**src/rtl/rxfmt_pkg.sv**
```systemverilog
package rxfmt_pkg;
  typedef enum logic [1:0] {
    FMT_HALF = 2'd0,
    FMT_FULL = 2'd1,
    FMT_DDR  = 2'd2
  } fmt_e;

  function automatic fmt_e fmt_decode(input logic ddr_sel, input logic clk_sel);
    if (ddr_sel)      return FMT_DDR;
    else if (clk_sel) return FMT_FULL;
    else              return FMT_HALF;
  endfunction
endpackage

```
**src/rtl/rxfmt_phase.sv**
```systemverilog
// Tick counter since the last strobe, saturating (stretch), plus word parity.
module rxfmt_phase #(
  parameter int WORD_TICKS = 8,
  localparam int CNT_W = $clog2(WORD_TICKS)
) (
  input  logic             clk,
  input  logic             rst,
  input  logic             stb,
  output logic [CNT_W-1:0] cnt_n,
  output logic             par_n,
  output logic             seen_n
);
  localparam logic [CNT_W-1:0] LAST = CNT_W'(WORD_TICKS - 1);

  logic [CNT_W-1:0] cnt_q;
  logic             par_q;
  logic             seen_q;

  always_comb begin
    if (stb)                cnt_n = '0;
    else if (cnt_q == LAST) cnt_n = cnt_q;
    else                    cnt_n = cnt_q + 1'b1;
    par_n  = stb ? ~par_q : par_q;
    seen_n = seen_q | stb;
  end

  always_ff @(posedge clk) begin
    if (rst) begin
      cnt_q  <= LAST;
      par_q  <= 1'b1;   // first strobe makes word index 0
      seen_q <= 1'b0;
    end else begin
      cnt_q  <= cnt_n;
      par_q  <= par_n;
      seen_q <= seen_n;
    end
  end
endmodule

```
**src/rtl/rxfmt_clkgen.sv**
```systemverilog
// Registered byte clocks derived from the phase count.
module rxfmt_clkgen
  import rxfmt_pkg::*;
#(
  parameter int WORD_TICKS = 8,
  localparam int CNT_W = $clog2(WORD_TICKS)
) (
  input  logic             clk,
  input  logic             rst,
  input  fmt_e             fmt,
  input  logic [CNT_W-1:0] cnt_n,
  input  logic             par_n,
  input  logic             seen_n,
  output logic             bclk0,
  output logic             bclk1
);
  localparam logic [CNT_W-1:0] HALF_T = CNT_W'(WORD_TICKS / 2);
  localparam logic [CNT_W-1:0] Q1_T   = CNT_W'(WORD_TICKS / 4);
  localparam logic [CNT_W-1:0] Q3_T   = CNT_W'(3 * WORD_TICKS / 4);

  logic past_half;
  logic in_ddr_hi;

  always_comb begin
    past_half = seen_n && (cnt_n >= HALF_T);
    in_ddr_hi = seen_n && (cnt_n >= Q1_T) && (cnt_n < Q3_T);
  end

  always_ff @(posedge clk) begin
    if (rst) begin
      bclk0 <= 1'b0;
      bclk1 <= 1'b0;
    end else begin
      unique case (fmt)
        FMT_FULL: begin
          bclk0 <= past_half;
          bclk1 <= 1'b0;
        end
        FMT_DDR: begin
          bclk0 <= in_ddr_hi;
          bclk1 <= 1'b0;
        end
        default: begin
          if (past_half) begin
            bclk1 <= ~par_n;
            bclk0 <= par_n;
          end
        end
      endcase
    end
  end
endmodule

```
**src/rtl/rxfmt_datapath.sv**
```systemverilog
// Word hold register and output mux (full word or 5-bit half).
module rxfmt_datapath
  import rxfmt_pkg::*;
#(
  parameter int WORD_W     = 10,
  parameter int WORD_TICKS = 8,
  localparam int CNT_W  = $clog2(WORD_TICKS),
  localparam int HALF_W = WORD_W / 2
) (
  input  logic              clk,
  input  logic              rst,
  input  fmt_e              fmt,
  input  logic              stb,
  input  logic [WORD_W-1:0] word_in,
  input  logic [CNT_W-1:0]  cnt_n,
  output logic [WORD_W-1:0] rx_data
);
  localparam logic [CNT_W-1:0] HALF_T = CNT_W'(WORD_TICKS / 2);

  logic [WORD_W-1:0] word_q;
  logic [WORD_W-1:0] word_n;
  logic [WORD_W-1:0] out_n;

  always_comb begin
    word_n = stb ? word_in : word_q;
    if (fmt == FMT_DDR) begin
      out_n = '0;
      out_n[HALF_W-1:0] = (cnt_n < HALF_T) ? word_n[HALF_W-1:0]
                                           : word_n[WORD_W-1:HALF_W];
    end else begin
      out_n = word_n;
    end
  end

  always_ff @(posedge clk) begin
    if (rst) begin
      word_q  <= '0;
      rx_data <= '0;
    end else begin
      word_q  <= word_n;
      rx_data <= out_n;
    end
  end
endmodule

```
**src/rtl/rx_out_formatter.sv**
```systemverilog
module rx_out_formatter
  import rxfmt_pkg::*;
#(
  parameter int WORD_W     = 10,
  parameter int WORD_TICKS = 8
) (
  input  logic              clk,
  input  logic              rst,
  input  logic              ddr_sel,
  input  logic              clk_sel,
  input  logic              word_stb,
  input  logic [WORD_W-1:0] word_in,
  output logic [WORD_W-1:0] rx_data,
  output logic              bclk0,
  output logic              bclk1
);
  localparam int CNT_W = $clog2(WORD_TICKS);

  initial begin
    if (WORD_TICKS < 4 || (WORD_TICKS % 4) != 0)
      $error("WORD_TICKS must be a multiple of 4, at least 4");
    if ((WORD_W % 2) != 0)
      $error("WORD_W must be even");
  end

  fmt_e             fmt;
  logic [CNT_W-1:0] cnt_n;
  logic             par_n;
  logic             seen_n;

  assign fmt = fmt_decode(ddr_sel, clk_sel);

  rxfmt_phase #(.WORD_TICKS(WORD_TICKS)) u_phase (
    .clk(clk), .rst(rst), .stb(word_stb),
    .cnt_n(cnt_n), .par_n(par_n), .seen_n(seen_n)
  );

  rxfmt_clkgen #(.WORD_TICKS(WORD_TICKS)) u_clkgen (
    .clk(clk), .rst(rst), .fmt(fmt),
    .cnt_n(cnt_n), .par_n(par_n), .seen_n(seen_n),
    .bclk0(bclk0), .bclk1(bclk1)
  );

  rxfmt_datapath #(.WORD_W(WORD_W), .WORD_TICKS(WORD_TICKS)) u_data (
    .clk(clk), .rst(rst), .fmt(fmt), .stb(word_stb),
    .word_in(word_in), .cnt_n(cnt_n), .rx_data(rx_data)
  );
endmodule

```
**config.mk**
```make
export PLATFORM = sky130hd
export DESIGN_NAME = rx_out_formatter
export DESIGN_NICKNAME = d
export VERILOG_FILES = /design/src/rtl/rxfmt_pkg.sv /design/src/rtl/rxfmt_phase.sv /design/src/rtl/rxfmt_clkgen.sv /design/src/rtl/rxfmt_datapath.sv /design/src/rtl/rx_out_formatter.sv
export SDC_FILE = /design/constraint.sdc
export NUM_CORES = 1
export LEC_CHECK = 0
export BUFFER_PORTS_ARGS = -buffer_cell sky130_fd_sc_hd__buf_2
export CAP_MARGIN = 20
export CORE_ASPECT_RATIO = 0.8
export CORE_MARGIN = 2
export CORE_UTILIZATION = 49
export DETAILED_ROUTE_END_ITERATION = 8
export GPL_TIMING_DRIVEN = 0
export PLACE_DENSITY = 0.82
export SLEW_MARGIN = 10
export SYNTH_ARGS = -nofsm -noshare
export SYNTH_HDL_FRONTEND = slang
export SYNTH_SLANG_ARGS = --single-unit
```
**constraint.sdc**
```tcl
create_clock -name clk -period 1.5 [get_ports clk]
set_input_delay 0.225 -clock clk [delete_from_list [all_inputs] [get_ports clk]]
set_output_delay 0.225 -clock clk [all_outputs]
set_load 0.005 [all_outputs]
```
==> impl_results.html <==
<table>
<tr><th>Metric</th><th>Value</th></tr>
<tr><th colspan="2">Worst setup path</th></tr>
<tr><td>Biggest fanout along the worst timing path</td><td>9</td></tr>
<tr><td>Reg2Reg Launch Point</td><td>u_phase.cnt_q[0]</td></tr>
<tr><td>Critical path capture point type</td><td>flip-flop</td></tr>
<tr><td>Worst Path Required</td><td>1.74 ns</td></tr>
<tr><td>Worst reg2reg endpoint</td><td>u_clkgen.bclk1</td></tr>
<tr><td>CP Data Arrival Time</td><td>1.62 ns</td></tr>
<tr><td>CP Launch Type</td><td>flip-flop</td></tr>
<tr><td>Path type of the worst setup path</td><td>reg2reg</td></tr>
<tr><td>CP Launch Point</td><td>u_phase.cnt_q[0]</td></tr>
<tr><td>Number of cells on the worst reg-to-reg path</td><td>4</td></tr>
<tr><td>Worst R2R Setup Slack</td><td>0.11 ns</td></tr>
<tr><th colspan="2">Yosys</th></tr>
<tr><td>Netlist area before placement</td><td>988 µm²</td></tr>
<tr><td>Complex-gate fraction of the synthesized area</td><td>10.1%</td></tr>
<tr><td>Sequential fraction of the synthesis area</td><td>54.7%</td></tr>
<tr><td>Average cell area after synthesis</td><td>10.4 µm²</td></tr>
<tr><td>Largest family of logic cells by synthesized area</td><td>simple AND/OR/NAND/NOR gates</td></tr>
<tr><td>Count of distinct cell types in the synthesized netlist</td><td>22</td></tr>
<tr><td>Adder and majority cell fraction of the synthesized area</td><td>1.27%</td></tr>
<tr><td>Xor-xnor portion of the synthesized cell area</td><td>2.66%</td></tr>
<tr><td>Post-synthesis instance total</td><td>95</td></tr>
<tr><td>Yosys reg bits</td><td>27</td></tr>
<tr><td>Synth Area in Simple Gates</td><td>16.3%</td></tr>
<tr><td>Yosys warns</td><td>0</td></tr>
<tr><td>Mapped Nets</td><td>111</td></tr>
<tr><td>Mux contribution to synthesized area</td><td>12.2%</td></tr>
<tr><th colspan="2">Pwr</th></tr>
<tr><td>Total power of the final layout</td><td>1.32 mW</td></tr>
<tr><td>Net switching power</td><td>0.345 mW</td></tr>
<tr><td>Flop pwr share</td><td>59.6%</td></tr>
<tr><td>Leakage power of the design</td><td>0.561 nW</td></tr>
<tr><td>Areal power density over the cells</td><td>1120 nW/µm²</td></tr>
<tr><td>Peak ir drop on the vdd network</td><td>0.888 mV</td></tr>
<tr><td>Switching power share of the total</td><td>26.1%</td></tr>
<tr><td>Comb power frac</td><td>15.1%</td></tr>
<tr><td>Share of total power in the clock network</td><td>25.3%</td></tr>
<tr><td>Cell Int Power</td><td>0.974 mW</td></tr>
<tr><th colspan="2">Finish</th></tr>
<tr><td>Count of nets after finishing</td><td>141</td></tr>
<tr><td>N_diodes</td><td>0</td></tr>
<tr><td>Leading cell types in the layout, fill and taps excluded</td><td>26 x buf_2, 25 x dfxtp_1, 21 x nor2_1, 12 x mux2i_1</td></tr>
<tr><td>Proportion of layout cells with a drive suffix above 1</td><td>31.5%</td></tr>
<tr><td>Leading cell type in the layout, fill and taps excluded</td><td>buf_2</td></tr>
<tr><td>Area added between synthesis and finish</td><td>19.4%</td></tr>
<tr><th colspan="2">GRT</th></tr>
<tr><td>Pin count of the biggest net entering global routing</td><td>18</td></tr>
<tr><td>Remaining global-route overflow</td><td>0</td></tr>
<tr><td>GRT Overall Usage</td><td>16.9%</td></tr>
<tr><td>Global-route wire length before repair</td><td>2890 µm</td></tr>
<tr><td>Number of antenna violations at the first check in global routing</td><td>0</td></tr>
<tr><td>Via count of the first global-routing pass</td><td>709</td></tr>
<tr><th colspan="2">Clock network</th></tr>
<tr><td>Number of buffers created by CTS</td><td>3</td></tr>
<tr><td>Master cell of the clock root buffer</td><td>clkbuf_4</td></tr>
<tr><td>Setup Buffers After CTS</td><td>0</td></tr>
<tr><td>Clock Latency Late Sink</td><td>0.34 ns</td></tr>
<tr><td>Clock Pin Slew Worst Setup and Hold Paths</td><td>0.14 ns</td></tr>
<tr><td>Depth of the CTS H-tree</td><td>1</td></tr>
<tr><td>Bufs on Longest Clock Path</td><td>2</td></tr>
<tr><td>CTS tree</td><td>done</td></tr>
<tr><td>Number of sinks handled by clock tree synthesis</td><td>27</td></tr>
<tr><th colspan="2">Worst hold path</th></tr>
<tr><td>Hold Path Origin</td><td>clk_sel</td></tr>
<tr><td>Hold WC Path Type</td><td>in2reg</td></tr>
<tr><td>Hold Path Cell Cnt</td><td>2</td></tr>
<tr><td>Hold EP</td><td>u_clkgen.bclk1</td></tr>
<tr><th colspan="2">Floorplanning</th></tr>
<tr><td>Core box area</td><td>1890 µm²</td></tr>
<tr><td>Floorplan row count</td><td>14</td></tr>
<tr><td>Total Die Area</td><td>2390 µm²</td></tr>
<tr><td>Horizontal die dimension</td><td>54.2 µm</td></tr>
<tr><td>Total I/O pin count</td><td>27</td></tr>
<tr><td>Starting Density</td><td>52.2%</td></tr>
<tr><td>Die boundary height</td><td>44.2 µm</td></tr>
<tr><th colspan="2">Timing</th></tr>
<tr><td>Final worst-path cycle share</td><td>92.5%</td></tr>
<tr><td>Setup repair after global routing missed its margin</td><td>no</td></tr>
<tr><td>Setup violation total in the final timing report</td><td>0</td></tr>
<tr><td>Worst-margin pin slew</td><td>0.429 ns</td></tr>
<tr><td>Hold Worst Slack</td><td>0.0954 ns</td></tr>
<tr><td>Worst relative slew slack</td><td>71.4%</td></tr>
<tr><td>Fmax</td><td>0.721 GHz</td></tr>
<tr><td>Setup TNS Final</td><td>0 ns</td></tr>
<tr><td>Time the final worst path needs with I/O delays and setup</td><td>1.39 ns</td></tr>
<tr><td>Setup WS post-layout</td><td>0.113 ns</td></tr>
<tr><td>Hold Vio Cnt, Final</td><td>0</td></tr>
<tr><td>Final max-slew violation count</td><td>0</td></tr>
<tr><td>Worst Skew</td><td>0.0144 ns</td></tr>
<tr><th colspan="2">Placement</th></tr>
<tr><td>Weighted congestion at the end of routability-driven global placement</td><td>0.762</td></tr>
<tr><td>Post-placement setup slack</td><td>0.0825 ns</td></tr>
<tr><td>Final HPWL DP</td><td>1380 µm</td></tr>
<tr><td>Port buffer count</td><td>25</td></tr>
<tr><th colspan="2">Routing</th></tr>
<tr><td>Vias post-DR</td><td>741</td></tr>
<tr><td>Routed via count divided by cell count</td><td>5.01</td></tr>
<tr><td>Detailed-route wire length per cell</td><td>11.9 µm</td></tr>
<tr><td>DRT Wirelength</td><td>1770 µm</td></tr>
<tr><td>Number of remaining DRC errors</td><td>0</td></tr>
<tr><td>Antenna violation net count after detailed routing</td><td>0</td></tr>
<tr><td>First DRT Iteration DRCs</td><td>9</td></tr>
<tr><td>Detailed-router iteration count before antenna repair</td><td>4</td></tr>
<tr><th colspan="2">Run status</th></tr>
<tr><td>Result of the run</td><td>complete, no violations</td></tr>
<tr><th colspan="2">Job</th></tr>
<tr><td>Max capacitance violation total</td><td>0</td></tr>
</table>
## timing repair
| item | 4_1_cts | 5_1_grt |
|---|---|---|
| hold endpoints to repair | 0 | 0 |
| hold buffers | 0 | 0 |
| gates resized for setup | 0 | 3 |
| setup endpoints to repair | 0 | 1 |
## worst max path at each step
stage                endpoint
2_1_floorplan  u_clkgen.bclk1
3_3_place_gp   u_clkgen.bclk1
3_5_place_dp   u_clkgen.bclk1
4_1_cts        u_clkgen.bclk1
5_1_grt        u_clkgen.bclk1
6_report       u_clkgen.bclk1
## power by group through the flow
stage          combinational, mW  clock [mW]  sequential, mW
3_3_place_gp               0.191           0           0.798
3_5_place_dp               0.200           0           0.801
4_1_cts                    0.200       0.337           0.785
2_1_floorplan              0.134           0           0.800
5_1_grt                    0.223       0.366           0.791
6_report                   0.200       0.333           0.786
## through the flow
| stage | instance area (µm²) | cells | util, % |
|---|---|---|---|
| 5_1_grt | 1180 | 148 | 62.4 |
| 6_report | 1180 | 148 | 62.4 |
| 4_1_cts | 1170 | 148 | 62.1 |
| 3_5_place_dp | 1140 | 144 | 60.4 |
| 2_1_floorplan | 988 | 95 | - |
| 3_3_place_gp | 1140 | 144 | 60.4 |
## cells in the mapped netlist
cell type	instances	area share, %
dfxtp_1	27	55
nor2_1	21	8.0
mux2i_1	12	12
a211oi_1	5	3.8
and3_1	5	3.2
clkbuf_1	3	1.1
xnor2_1	3	2.7
nand2_1	2	0.76
nand3_1	2	1.0
o21bai_1	2	1.5
or2_2	2	1.3
a2111oi_2	1	1.5
a21oi_1	1	0.51
and2_4	1	0.89
buf_2	1	0.51
buf_6	1	1.1
ha_1	1	1.3
nand2b_1	1	0.63
nor2b_1	1	0.63
o21ai_0	1	0.51
o21ba_4	1	1.6
o22ai_1	1	0.63
## logic make-up after synthesis
family | Yosys count
and+or+nand+nor | 35
DFF | 27
AOI/OAI and AO/OA | 12
muxes | 12
buffers and inverters | 5
xor gates and xnor gates | 3
adders and majority gates | 1
## worst max-delay path, cell delays in order (launching register included)
cell	delay, ns
dfxtp_2	0.35
ha_2	0.20
o21ba_4	0.25
and2_4	0.17
a2111oi_2	0.33
## flip-flops by register name, indices dropped and copies added, names as in the netlist
register	cells
u_data.word_q	10
u_data.rx_data	10
u_phase.seen_q	1
u_clkgen.bclk0	1
u_phase.par_q	1
u_phase.cnt_q	3
u_clkgen.bclk1	1
## area by class of cell
class                   count  area (µm²)
well taps                  24        30.0
flip-flops and latches     27         543
clock inverters             1        8.76
fillers                   156         712
clock buffers               3        22.5
multi-input cells          63         423
plain buffers               5        27.5
repair buffers             25         125
## per-layer routing
metal  wire length, µm  vias up  track usage, %
met2               848       16            28.2
met4                16        0            3.00
li1                  -      382               -
met3                96        4            7.77
met1               806      339            20.1
met5                 0        -               0
(Power assumes the default switching activity.)
